[config.mk]
export PLATFORM = sky130hd
export DESIGN_NAME = hsp_sequencer
export DESIGN_NICKNAME = d
export VERILOG_FILES = /design/src/rtl/hsp_pkg.sv /design/src/rtl/hsp_slot_tracker.sv /design/src/rtl/hsp_gate_map.sv /design/src/rtl/hsp_sequencer.sv
export SDC_FILE = /design/constraint.sdc
export NUM_CORES = 1
export LEC_CHECK = 0
export BUFFER_PORTS_ARGS = -buffer_cell sky130_fd_sc_hd__buf_2
export CORE_AREA = 2 2 39 41
export DETAILED_ROUTE_END_ITERATION = 16
export DIE_AREA = 0 0 41 43
export PLACE_DENSITY = 0.64
export SYNTH_ARGS = -nofsm -noshare
export SYNTH_HDL_FRONTEND = slang
export SYNTH_SLANG_ARGS = --single-unit
[constraint.sdc]
create_clock -name clk -period 3.7 [get_ports clk]
set_input_delay 0.37 -clock clk [delete_from_list [all_inputs] [get_ports clk]]
set_output_delay 0.37 -clock clk [all_outputs]
set_load 0.01 [all_outputs]
[src/rtl/hsp_pkg.sv]
package hsp_pkg;

    localparam int PAIR_LEN = 2;
    localparam int QUAD_LEN = 4;
    localparam int SLOT_W   = $clog2(QUAD_LEN);

    typedef enum logic {
        SEQ_PAIR = 1'b0,
        SEQ_QUAD = 1'b1
    } seq_e;

    typedef struct packed {
        logic hs_a;
        logic ls_a;
        logic hs_b;
        logic ls_b;
    } gates_t;

    typedef struct packed {
        logic              active;
        logic              fwd;
        seq_e              seq;
        logic [SLOT_W-1:0] slot;
    } track_t;

    function automatic logic [SLOT_W-1:0] last_slot(seq_e s);
        return (s == SEQ_QUAD) ? SLOT_W'(QUAD_LEN - 1) : SLOT_W'(PAIR_LEN - 1);
    endfunction

    function automatic gates_t mirror(gates_t g);
        gates_t m;
        m.hs_a = g.hs_b;
        m.ls_a = g.ls_b;
        m.hs_b = g.hs_a;
        m.ls_b = g.ls_a;
        return m;
    endfunction

endpackage

[src/rtl/hsp_slot_tracker.sv]
module hsp_slot_tracker
    import hsp_pkg::*;
(
    input  logic   clk,
    input  logic   rst,
    input  logic   en,
    input  logic   strobe,
    input  logic   dir_fwd,
    input  seq_e   seq_in,
    output track_t state_nxt
);

    track_t cur;

    always_comb begin
        state_nxt = cur;
        if (rst || !en) begin
            state_nxt.active = 1'b0;
            state_nxt.slot   = '0;
        end else if (strobe) begin
            if (!cur.active || cur.fwd != dir_fwd || cur.seq != seq_in) begin
                state_nxt.active = 1'b1;
                state_nxt.fwd    = dir_fwd;
                state_nxt.seq    = seq_in;
                state_nxt.slot   = '0;
            end else if (cur.slot == last_slot(cur.seq)) begin
                state_nxt.slot = '0;
            end else begin
                state_nxt.slot = cur.slot + 1'b1;
            end
        end
    end

    always_ff @(posedge clk) begin
        if (rst) cur <= '0;
        else     cur <= state_nxt;
    end

endmodule

[src/rtl/hsp_gate_map.sv]
module hsp_gate_map
    import hsp_pkg::*;
(
    input  track_t st,
    input  logic   on_phase,
    output gates_t gates
);

    gates_t fwd_view;

    always_comb begin
        fwd_view = '0;
        if (on_phase) begin
            fwd_view.hs_a = 1'b1;
            fwd_view.ls_b = 1'b1;
        end else if (st.seq == SEQ_PAIR) begin
            fwd_view.hs_a = (st.slot == '0);
            fwd_view.hs_b = (st.slot == '0);
            fwd_view.ls_a = (st.slot != '0);
            fwd_view.ls_b = (st.slot != '0);
        end else begin
            case (st.slot)
                2'd0:    fwd_view.hs_a = 1'b1;
                2'd1:    fwd_view.hs_b = 1'b1;
                2'd2:    fwd_view.ls_b = 1'b1;
                default: fwd_view.ls_a = 1'b1;
            endcase
        end
    end

    always_comb begin
        if (!st.active)  gates = '0;
        else if (st.fwd) gates = fwd_view;
        else             gates = mirror(fwd_view);
    end

endmodule

[src/rtl/hsp_sequencer.sv]
module hsp_sequencer
    import hsp_pkg::*;
(
    input  logic clk,
    input  logic rst,
    input  logic drive_en,
    input  logic period_strobe,
    input  logic on_phase,
    input  logic dir_fwd,
    input  logic seq_quad,
    output logic q1_o,
    output logic q2_o,
    output logic q3_o,
    output logic q4_o
);

    track_t st_nxt;
    gates_t gates;
    seq_e   seq_sel;

    assign seq_sel = seq_quad ? SEQ_QUAD : SEQ_PAIR;

    hsp_slot_tracker u_track (
        .clk      (clk),
        .rst      (rst),
        .en       (drive_en),
        .strobe   (period_strobe),
        .dir_fwd  (dir_fwd),
        .seq_in   (seq_sel),
        .state_nxt(st_nxt)
    );

    hsp_gate_map u_map (
        .st      (st_nxt),
        .on_phase(on_phase),
        .gates   (gates)
    );

    assign q1_o = gates.hs_a;
    assign q2_o = gates.ls_a;
    assign q3_o = gates.hs_b;
    assign q4_o = gates.ls_b;

endmodule

==> results.txt, run 1 <==
* Status: finished clean
- Total gr overflow: 0
* Measured slew at the worst slew-check pin: between 600 and 700 ps
- Hold_sp: rst
* Crit path arrival time: 1880 ps
- The congestion estimate from routability-driven global placement came to between 0.8 and 0.9.
- In this run the worst setup path begins at u_track.cur[2].
- The worst setup path is launched from a flop.
- The count of nets left with antenna violations once routing finished came out at 0.
- Input and output buffers added on the ports amount to 10.
- Required time reported for the critical path endpoint: 3330 ps
- Leakage power: 0.252 nW
- Detail-routed net length per standard cell: 12.5 µm
- The worst path in the final design needs a cycle of 2250 ps, including I/O delays and setup.
* List of cells traversed by the critical path: xnor2_2, a41oi_1, a311oi_1, nand2_1, a21oi_1, buf_2
* Period Utilization, post-route: 60.9%
* Overall routing resource usage: 16.8%
- In this run the deepest clock path goes through 2 buffers.
- More flip-flops sit in one register than any other, and that register is u_track.cur.
- Setup skew after layout: 1.03 ps
- Final antenna diode count: 0
- Measured on the finished design, the core utilization comes to ~44%.
* Number of placement rows: 14
- Setup violations remaining at the end of the flow were counted as 0.
- The die is 43 µm tall.
* Die outline area: around 0.0018 mm²
* Worst Path Buf+Inv: 1
- Global-route wire length before repair: 2050 µm
- After routing, the total negative slack on setup checks comes to 0 ps.
* CP top delay family: compound AO/OA/AOI/OAI gates
- Longest individual stage delay on the worst path: ~440 ps
- Cell type of the slowest stage on the worst timing path: sky130_fd_sc_hd__dfxtp_1
* Final number of hold-violating endpoints: 0
- In this run the worst hold path is classified as primary input to flop.
- The via count of the first global-routing pass was 480.
* Number of synthesized register bits: 5
- After clock tree synthesis, the clock-pin slew on the worst setup and hold paths is 40 ps.
- The tree built by TritonCTS fans out to 5 sinks.
* Number of ports placed on the die boundary: 11
- The register with the most flip-flops in the layout has 5 of them.
* Clock Latency Late Sink: 240 ps
* HPWL reported at the end of detailed placement: 940 µm
* Post-CTS Setup Bufs: 0
* Final Net Count: 86
* Starting utilization of the core area: a little under two fifths
- YS warnings: 0
- For this run, design rule violations remaining after detail routing come to 0.
* Clock H-tree levels: 1
* Root Buffer: sky130_fd_sc_hd__clkbuf_4
* Detailed Routing Iterations Pass 1: 4
* Detail-routed via count per cell: 5.70
- Number of distinct standard cells referenced by the synthesized netlist: 31
* Total power divided by cell area: 248 mW/mm²
- Setup repair after global routing left no endpoint under its margin.
- Share of synthesized area occupied by flip-flops and latches: around a fifth
- Headroom to the max-slew limit came out at 57.3%.
- Width of the chip: around 41 µm
- Synthesis produced a netlist with a net count of 73.
- Crit Path Max Fanout: 6
- Largest registers in the final layout: u_track.cur: 5 flops
- The first routing iteration left 13 violations.
- Commonest non-fill, non-tap cells in the layout: sky130_fd_sc_hd__buf_2, sky130_fd_sc_hd__nand2_1, sky130_fd_sc_hd__dfxtp_1
* Maximum clock rate: 0.444 GHz
* Area growth syn-to-layout: 15.8%
* Gates resized, CTS repair: 0
- Total vias in the final route: 536
- The average instance in the mapped netlist occupies 8.04 µm².
- Total wire length: 1170 µm
- The number of antenna violations at the first check in global routing was 0.
- Worst r2r src: u_track.cur[2]
- The region available for standard cell placement spans between 0.001 and 0.0015 mm².
- Maximum Capacitance Violations: 0
- Largest net degree at the start of global routing: 14
* Hold slack: 379 ps
- IR analysis of the VDD net gives a maximum drop of 0.000150 V.
- In this run, post-CTS hold repair placed 0 buffers.
- Critical path class: flop to primary output
- Cells with a size suffix above 1 make up 24.4% of the layout.
- The library cell used most frequently in the layout, excluding fill and tap cells, is sky130_fd_sc_hd__buf_2.
* Number of buffers created by CTS: 3
- The number of pins exceeding their max-slew limit in the final report was 0.
- The cell area that synthesis handed to floorplanning was 531 µm².
* Synthesized instance count: 66
- Clock tree from TritonCTS: built
* Worst setup EP type: primary output
[cell families (layout without fill, tap and decap cells)]
group | count (synthesis) | count (layout) | share of synthesized area (%)
simple gates | 37 | 37 | 41.3
flops | 5 | 5 | 18.9
buf+inv | 3 | 15 | 3.06
xor+xnor | 2 | 2 | 4.72
mux | 4 | 4 | 8.73
compound gates | 15 | 15 | 23.4
[metal layers]
layer	up-vias	global-route usage, %	part of all wire (%)
met1	254	24.8	47
met5	-	0	0
li1	270	-	-
met4	0	6.00	0.43
met3	2	3.14	3.9
met2	10	23.4	48
[through the flow]
stage | setup slack, ps | instances | total power, mW | cell area, µm²
6_report | 1450 | 94 | 0.152 | 614
5_1_grt | 1180 | 94 | 0.164 | 614
4_1_cts | 1450 | 94 | 0.155 | 614
3_5_place_dp | 1550 | 90 | 0.0914 | 588
3_3_place_gp | 1560 | 90 | 0.0908 | 588
2_1_floorplan | 1830 | 66 | 0.0795 | 531
[cells in the mapped netlist]
library cell,number,area [µm²]
sky130_fd_sc_hd__a2111oi_2,1,15.0
sky130_fd_sc_hd__nand3_1,3,15.0
sky130_fd_sc_hd__nand2_1,8,30.0
sky130_fd_sc_hd__nand3b_4,1,20.0
sky130_fd_sc_hd__o2111ai_1,1,8.76
sky130_fd_sc_hd__a2111oi_4,1,27.5
sky130_fd_sc_hd__xnor2_1,1,8.76
sky130_fd_sc_hd__nor3b_1,3,22.5
sky130_fd_sc_hd__nand4b_1,1,8.76
sky130_fd_sc_hd__mux2_4,1,15.0
sky130_fd_sc_hd__nand2b_1,3,18.8
sky130_fd_sc_hd__buf_4,1,7.51
sky130_fd_sc_hd__nor2b_1,4,25.0
sky130_fd_sc_hd__o211ai_1,1,7.51
sky130_fd_sc_hd__nor2_1,4,15.0
sky130_fd_sc_hd__a311oi_1,1,8.76
sky130_fd_sc_hd__a41oi_1,1,8.76
sky130_fd_sc_hd__a21oi_1,4,20.0
sky130_fd_sc_hd__buf_2,1,5.00
sky130_fd_sc_hd__inv_1,1,3.75
sky130_fd_sc_hd__o21bai_1,1,7.51
sky130_fd_sc_hd__and2b_1,2,15.0
sky130_fd_sc_hd__o21ai_0,4,20.0
sky130_fd_sc_hd__or3_1,1,6.26
sky130_fd_sc_hd__xnor2_2,1,16.3
sky130_fd_sc_hd__mux2_2,1,11.3
sky130_fd_sc_hd__nand3b_1,1,7.51
sky130_fd_sc_hd__mux2i_1,2,20.0
sky130_fd_sc_hd__nor3_1,4,20.0
sky130_fd_sc_hd__dfxtp_1,5,100
sky130_fd_sc_hd__or4_1,2,15.0
[power breakdown]
group,total [mW],switching (mW),internal (mW)
sequential,0.0572,0.00179,0.0554
combinational,0.0333,0.0195,0.0138
clock,0.0619,0.0212,0.0407
[cell type report]
class / instances / area [µm²]
Inverter: 1 / 3.75
Multi-Input combinational cell: 58 / 414
Timing Repair Buffer: 10 / 50.0
Clock buffer: 4 / 26.3
Tap cell: 16 / 20.0
Sequential cell: 5 / 100
Fill cell: 141 / 769
[path summary, 6_finish.rpt]
path | end | slack, ps | cells after the start
max | q2_o | 1450 | 6
min | u_track.cur[3] | 380 | 2
max reg2reg | u_track.cur[1] | 2540 | 3
min reg2reg | u_track.cur[3] | 660 | 2
(Power assumes the default switching activity.)
==> run 2: changes to the inputs <==
Settings changed: PLACE_DENSITY 0.64 to 0.67.
Clock period 3.7 ns to 2.02 ns, I/O delays scaled along.
==> results.txt, run 2 (synthesized netlist as in run 1, its figures left out) <==
- Status: finished clean (unchanged).
- The number of antenna violations at the first check in global routing was 0 (unchanged).
- Cell type of the slowest stage on the worst timing path: sky130_fd_sc_hd__dfxtp_4 (was sky130_fd_sc_hd__dfxtp_1)
- Total wire length: 1570 µm (was 1170 µm)
- The maximum number of pins on one net before global-route repair came to 14 (unchanged).
* Gpl congestion: 0.835 (was 0.828)
* Crit path arrival time: 1810 ps (was 1880 ps)
- The number of pins exceeding their max-slew limit in the final report came to 0 (unchanged).
- Final Net Count: 91 (was 86)
* Measured slew at the worst slew-check pin: 437 ps (was 634 ps)
- Post-Place Setup Slack: 184 ps (was 1550 ps)
- Final setup vio count: 0 (unchanged)
* Endpoint of the most critical register-to-register path: u_track.cur[0] (was u_track.cur[1])
* Die outline area: 0.00176 mm² (unchanged)
- Antenna Violating Nets Remaining: 0 (unchanged)
- The routed design could run at a clock period as short as 2010 ps.
- Number of global-route vias before repair: 538 (was 480)
- The count of unresolved DRC violations after routing is 0 (unchanged).
- The area of the core came to 0.00138 mm² (unchanged).
- The initial DRC count is 28 (was 13).
- Final number of hold-violating endpoints: 0 (unchanged)
- Detail-routed net length per standard cell: 15.9 µm (was 12.5 µm)
* Number of buffers created by CTS: 3 (unchanged)
- Total number of clock tree sinks: 5 (unchanged)
* List of cells traversed by the critical path: xnor2_4, o2111ai_2, a2111oi_4, o21ai_1, a21oi_1, buf_2 (was xnor2_2, a41oi_1, a311oi_1, nand2_1, a21oi_1, buf_2)
- The master cell of the clock root buffer is sky130_fd_sc_hd__clkbuf_4 (unchanged).
* Clock tree from TritonCTS: built (unchanged)
- The maximum VDD drop came to 0.000269 V (was 0.000150 V).
* Worst r2r src: u_track.cur[4] (was u_track.cur[2])
* PnR Total Power: 0.302 mW (was 0.152 mW)
- Final antenna diode count: 0 (unchanged)
- The launching element type of the critical path is a flop (unchanged).
- Required time reported for the critical path endpoint: 1820 ps (was 3330 ps)
- Total gr overflow: 0 (unchanged)
- The H-tree level count came to 1 (unchanged).
- The most frequent standard cell in the layout excluding fill and tap cells was sky130_fd_sc_hd__buf_2 (unchanged).
* Count of cells along the worst hold path: 2 (unchanged)
- The cell area power density came to 404 mW/mm² (was 248 mW/mm²).
- Hold slack: 216 ps (was 379 ps)
- Largest registers in the final layout: u_track.cur: 5 flops (unchanged)
* Number of flip-flops under the largest register name: 5 (unchanged)
* Worst relative slew slack: 70.0% (was 57.3%)
* Setup slack on the worst flop-to-flop path: 900 ps (was 2540 ps)
- The HPWL after detailed placement is 1010 µm (was 940 µm).
- Longest individual stage delay on the worst path: 370 ps (was 440 ps)
- The number of vias in the routed layout is 592 (was 536).
- Maximum Capacitance Violations: 0 (unchanged)
* Chip Height: 43 µm (unchanged)
- Detail-routed via count per cell: 5.98 (was 5.70)
- Number of placement rows: 14 (unchanged)
* Layout cells sized above 1: 43.4% (was 24.4%)
- The number of top-level design ports came to 11 (unchanged).
- The top fanout value on the critical path came to 6 (unchanged).
* Setup skew after layout: 1.14 ps (was 1.03 ps)
* Tightest Hold Check Type: primary input to flop (unchanged)
- The register containing the most flip-flops in the final layout is u_track.cur (unchanged).
- Critical path class: flop to primary output (unchanged)
- The floorplan die width is 41 µm (unchanged).
- Clock Latency Late Sink: 240 ps (about the same)
* Worst setup margin: 12.7 ps (was 1450 ps)
* Leakage power: 0.297 nW (was 0.252 nW)
- Clock transition at the register clock pins on the worst setup and hold paths after CTS: 40 ps (about the same)
- In the finished design, the share of the clock period the worst path needs comes to ~99%.
- The setup TNS after final layout was 0 ps (unchanged).
- Area growth syn-to-layout: 40.8% (was 15.8%)
- Setup repair after global routing missed its margin: yes (was no)
* Core utilization of the finished layout: 54.0% (was 44.4%)
- Maximum clock rate: 0.498 GHz
- Commonest non-fill, non-tap cells in the layout: sky130_fd_sc_hd__buf_2, sky130_fd_sc_hd__nand2_1, sky130_fd_sc_hd__buf_4, sky130_fd_sc_hd__a21oi_1, sky130_fd_sc_hd__nor2_1 (was sky130_fd_sc_hd__buf_2, sky130_fd_sc_hd__nand2_1, sky130_fd_sc_hd__dfxtp_1).
* Terminating pin of the worst hold path: u_track.cur[3] (unchanged)
* Hold_sp: rst (unchanged)
* Register-to-Register Path Depth: 4 (was 3)
- The number of buffers inserted by port buffering was 10 (unchanged).
- The total global routing track utilization was 20.3% (was 16.8%).
* Global-route wire length before repair: 2400 µm (was 2050 µm)
- Max clock buf depth: 2 (unchanged)
* Fill cell count: 136 (was 141)
- Worst setup EP type: primary output (unchanged)
- The effective utilization at floorplan came to 38.3% (unchanged).
- The first-pass iteration count of the detailed router was 4 (unchanged).
* CP top delay family: compound AO/OA/AOI/OAI gates (unchanged)
* Worst Path Buf+Inv: 1 (unchanged)
==> run 2: final cells by class <==
cell class / count / area, µm² / share of cell area, %
sequential: 5 / 110 / 14.7
tap: 16 / 20.0 / 2.68
clock buffer: 4 / 26.3 / 3.52
multi-input combinational: 58 / 499 / 66.8
timing repair buffer: 15 / 87.6 / 11.7
inverter: 1 / 3.75 / 0.503
==> run 2: how the worst max path moves through the flow <==
stage | cells after the start | slack [ps] | startpoint | end
after detailed placement | 6 | 180 | period_strobe | q3_o
after global routing | 6 | -80 | u_track.cur[2] | q4_o
after global placement | 7 | 180 | dir_fwd | q2_o
after floorplan | 5 | 380 | u_track.cur[3] | q4_o
final | 6 | 10 | u_track.cur[2] | q4_o
after CTS | 6 | 0.3 | u_track.cur[2] | q4_o
==> run 2: through the flow <==
stage / instance area (µm²) / cells
3_5_place_dp: 603 / 92
5_1_grt: 747 / 99
4_1_cts: 646 / 96
6_report: 747 / 99
3_3_place_gp: 603 / 92
2_1_floorplan: 531 / 66
==> run 2: timing repair <==
action                     4_1_cts  5_1_grt
pin swaps                        0        9
setup endpoints to repair        4        4
hold buffers                     0        0
resized for setup                4       17
setup buffers                    0        3
gates cloned                     0        0
==> run 2: report_power, final <==
group	internal (mW)	switching, mW	total [mW]
Combinational	0.0351	0.0453	0.0803
Clock	0.0748	0.0422	0.117
Sequential	0.0996	0.00502	0.105
Total	0.209	0.0925	0.302
==> run 2: layer usage <==
| metal | up-vias | GRT usage [%] | part of all wire [%] |
|---|---|---|---|
| met5 | - | 0 | 0 |
| met4 | 0 | 13.3 | 2.9 |
| met3 | 6 | 5.76 | 7.8 |
| met2 | 32 | 26.6 | 50 |
| met1 | 275 | 27.7 | 39 |
| li1 | 279 | - | - |
==> run 3: changes to the inputs <==
Settings changed: CORE_AREA 2 2 39 41 to default, CORE_MARGIN from default to 2, CORE_UTILIZATION from default to 40, DIE_AREA 0 0 41 43 to default, PLACE_DENSITY 0.67 to default, PLACE_DENSITY_LB_ADDON from default to 0.2.
==> results.txt, run 3 (synthesized netlist as in run 1, its figures left out) <==
* Status: finished clean (unchanged)
- The post-route antenna net violation count is 0 (unchanged).
* List of cells traversed by the critical path: xnor2_4, o2111ai_4, a2111oi_4, o21ai_1, a21oi_1, buf_2 (was xnor2_4, o2111ai_2, a2111oi_4, o21ai_1, a21oi_1, buf_2)
- The weighted congestion at the end of routability-driven global placement was 0.871 (was 0.835).
* Area growth syn-to-layout: 41.3% (was 40.8%)
* Number of placement rows: 13 (was 14)
* Root Buffer: sky130_fd_sc_hd__clkbuf_4 (unchanged)
* Number of global-route vias before repair: 457 (was 538)
- The worst setup slack before clock tree synthesis was 161 ps (was 184 ps).
- The slew at the pin closest to its max-slew limit was 497 ps (was 437 ps).
- Top register by number of flip-flops: u_track.cur (unchanged)
- The placement-stage cell area is 609 µm² (was 603 µm²).
- Peak VDD IR: 0.000361 V (was 0.000269 V)
- Required time reported for the critical path endpoint: 1820 ps (about the same)
- The top fanout value on the critical path was 6 (unchanged).
* Starting utilization of the core area: 41.8% (was 38.3%)
* Width of the chip: 40.4 µm (was 41 µm)
- The slowest library cell on the worst path is sky130_fd_sc_hd__a2111oi_4 (was sky130_fd_sc_hd__dfxtp_4).
- Setup skew after layout: 7.56 ps (was 1.14 ps)
* Port Buffer Count: 10 (unchanged)
- Clock H-tree levels: 1 (unchanged)
- Detail-routed net length per standard cell: 14.2 µm (was 15.9 µm)
- The global-route wire length before repair was 1980 µm (was 2400 µm).
* Power Internal: 0.212 mW (was 0.209 mW)
- Total number of clock tree sinks: 5 (unchanged)
- Setup crit start kind: flop (unchanged)
* Longest individual stage delay on the worst path: 380 ps (was 370 ps)
* Commonest non-fill, non-tap cells in the layout: sky130_fd_sc_hd__buf_2, sky130_fd_sc_hd__nand2_1, sky130_fd_sc_hd__buf_4, sky130_fd_sc_hd__a21oi_1, sky130_fd_sc_hd__nor2_1 (unchanged)
- The setup TNS after final layout was 0 ps (unchanged).
- The cell type group with the largest total delay on the critical path was compound AO/OA/AOI/OAI gates (unchanged).
- Switching part of the total: 29.7% (was 30.6%)
- Hold buffers post-CTS: 0 (unchanged)
- Number of ports placed on the die boundary: 11 (unchanged)
- Endpoint of the most critical register-to-register path: u_track.cur[1] (was u_track.cur[0])
- The number of antenna violations at the first check in global routing came to 0 (unchanged).
* Number of flip-flops under the largest register name: 5 (unchanged)
- Final max-slew violation count: 0 (unchanged)
- Overall routing resource usage: 19.0% (was 20.3%)
- Maximum Capacitance Violations: 0 (unchanged)
- The HPWL after detailed placement was 971 µm (was 1010 µm).
* Net switching power: 0.0894 mW (was 0.0925 mW)
* Total power divided by cell area: 402 mW/mm² (was 404 mW/mm²)
- The clock network power share came to 37.9% (was 38.7%).
- Number of buffers created by CTS: 3 (unchanged)
* Fill cell count: 111 (was 136)
- Max clock buf depth: 2 (unchanged)
* Count of cells along the worst hold path: 2 (unchanged)
- The final critical-path share of the clock period is 97.1% (was 99.4%).
- The leakage component of the power is 0.298 nW (was 0.297 nW).
- The number of buffers and inverters on the critical path is 1 (unchanged).
- Layout cells sized above 1: 41.0% (was 43.4%)
* Die outline area: 0.00163 mm² (was 0.00176 mm²)
- The number of cells traversed by the worst register-to-register path came to 4 (unchanged).
* DRC violation count after routing: 0 (unchanged)
- Final Net Count: 91 (unchanged)
- Maximum clock rate: 0.510 GHz (was 0.498 GHz)
* Detailed Route Iter0 Violations: 21 (was 28)
- Finished Layout Cells: 98 (was 99)
- The setup slack of the most critical reg-to-reg path came to 820 ps (was 900 ps).
- Worst setup EP type: primary output (unchanged)
* Post-Place Cells: 92 (unchanged)
- Cell area after layout: 749 µm² (was 747 µm²)
* Total wire length: 1390 µm (was 1570 µm)
- Hold_sp: rst (unchanged)
- The TritonCTS clock tree was built (unchanged).
- Terminating pin of the worst hold path: u_track.cur[2] (was u_track.cur[3])
* Largest net degree at the start of global routing: 14 (unchanged)
- The most frequent standard cell in the layout excluding fill and tap cells is sky130_fd_sc_hd__buf_2 (unchanged).
- Detailed Routing Iterations Pass 1: 4 (unchanged)
* Detail-routed via count per cell: 5.69 (was 5.98)
- The number of antenna repair diodes came to 0 (unchanged).
- The count of final hold-check violations was 0 (unchanged).
- The final global-route overflow total is 0 (unchanged).
- Largest registers in the final layout: u_track.cur: 5 flops (unchanged).
- The latest clock arrival within the worst-skew pair was 240 ps (about the same).
- Hold slack: 225 ps (was 216 ps)
- Clock transition at the register clock pins on the worst setup and hold paths after CTS: 50 ps (was 40 ps)
- Core utilization of the finished layout: 59.1% (was 54.0%)
* Chip Height: 40.4 µm (was 43 µm)
- The final critical delay including setup and external delays is 1960 ps (was 2010 ps).
* Worst r2r src: u_track.cur[2] (was u_track.cur[4])
* Setup repair after global routing missed its margin: yes (unchanged)
* Tightest Hold Check Type: primary input to flop (unchanged)
- The endpoint arrival time on the critical path came to 1760 ps (was 1810 ps).
- Worst setup margin: 59.1 ps (was 12.7 ps)
- The total number of cells along the worst setup path was 6 (unchanged).
- Critical path class: flop to primary output (unchanged)
- The sequential fraction of design power was 34.8% (was 34.7%).
- The number of vias in the routed layout came to 558 (was 592).
* Combinational fraction of design power: 27.3% (was 26.6%)
* Core Region: 0.00127 mm² (was 0.00138 mm²)
- The headroom to the max-slew limit came to 65.9% (was 70.0%).
- Final setup vio count: 0 (unchanged)
* PnR Total Power: 0.301 mW (was 0.302 mW)
-- run 3: cell counts in the layout (fill, tap and decap cells not counted) --
No cell type changed its count.
-- run 3: cell type report --
cell class	instances	area (µm²)	area share [%]
clock buffers	4	26.3	3.51
inverters	1	3.75	0.501
multi-input cells	58	503	67.1
flip-flops and latches	5	110	14.7
well taps	15	18.8	2.50
repair buffers	15	87.6	11.7
-- run 3: worst max path at each step --
| stage | start | endpoint | slack, ps |
|---|---|---|---|
| global placement | dir_fwd | q4_o | 160 |
| finish | u_track.cur[2] | q4_o | 60 |
| global route | u_track.cur[2] | q2_o | -90 |
| detailed placement | dir_fwd | q4_o | 160 |
| floorplan | u_track.cur[3] | q4_o | 380 |
| CTS | u_track.cur[2] | q4_o | 30 |
-- run 3: what timing repair did --
action                     CTS  global route
buffers inserted             0             2
hold endpoints to repair     0             0
resized for setup            6            14
setup endpoints to repair    4             4
pin swaps                    1             5
-- run 3: layer usage --
| layer | vias up | track usage (%) | share of wire (%) |
|---|---|---|---|
| met5 | - | 0 | 0 |
| met4 | 0 | 9.17 | 1.9 |
| met3 | 4 | 6.11 | 2.0 |
| met2 | 8 | 28.2 | 50 |
| met1 | 264 | 24.3 | 46 |
| li1 | 282 | - | - |
-- run 3: power by group through the flow --
stage / clock (mW) / sequential [mW] / combinational (mW)
global route: 0.122 / 0.105 / 0.0896
global placement: 0 / 0.106 / 0.0656
finish: 0.114 / 0.105 / 0.0823
floorplan: 0 / 0.106 / 0.0400
detailed placement: 0 / 0.107 / 0.0652
CTS: 0.119 / 0.106 / 0.0705
-- run 3: worst reg2reg max path, cell delays in order (launching register included) --
cell	delay (ps)
sky130_fd_sc_hd__dfxtp_4	370
sky130_fd_sc_hd__xnor2_4	160
sky130_fd_sc_hd__a41oi_1	340
sky130_fd_sc_hd__buf_4	180
sky130_fd_sc_hd__nor2b_1	40
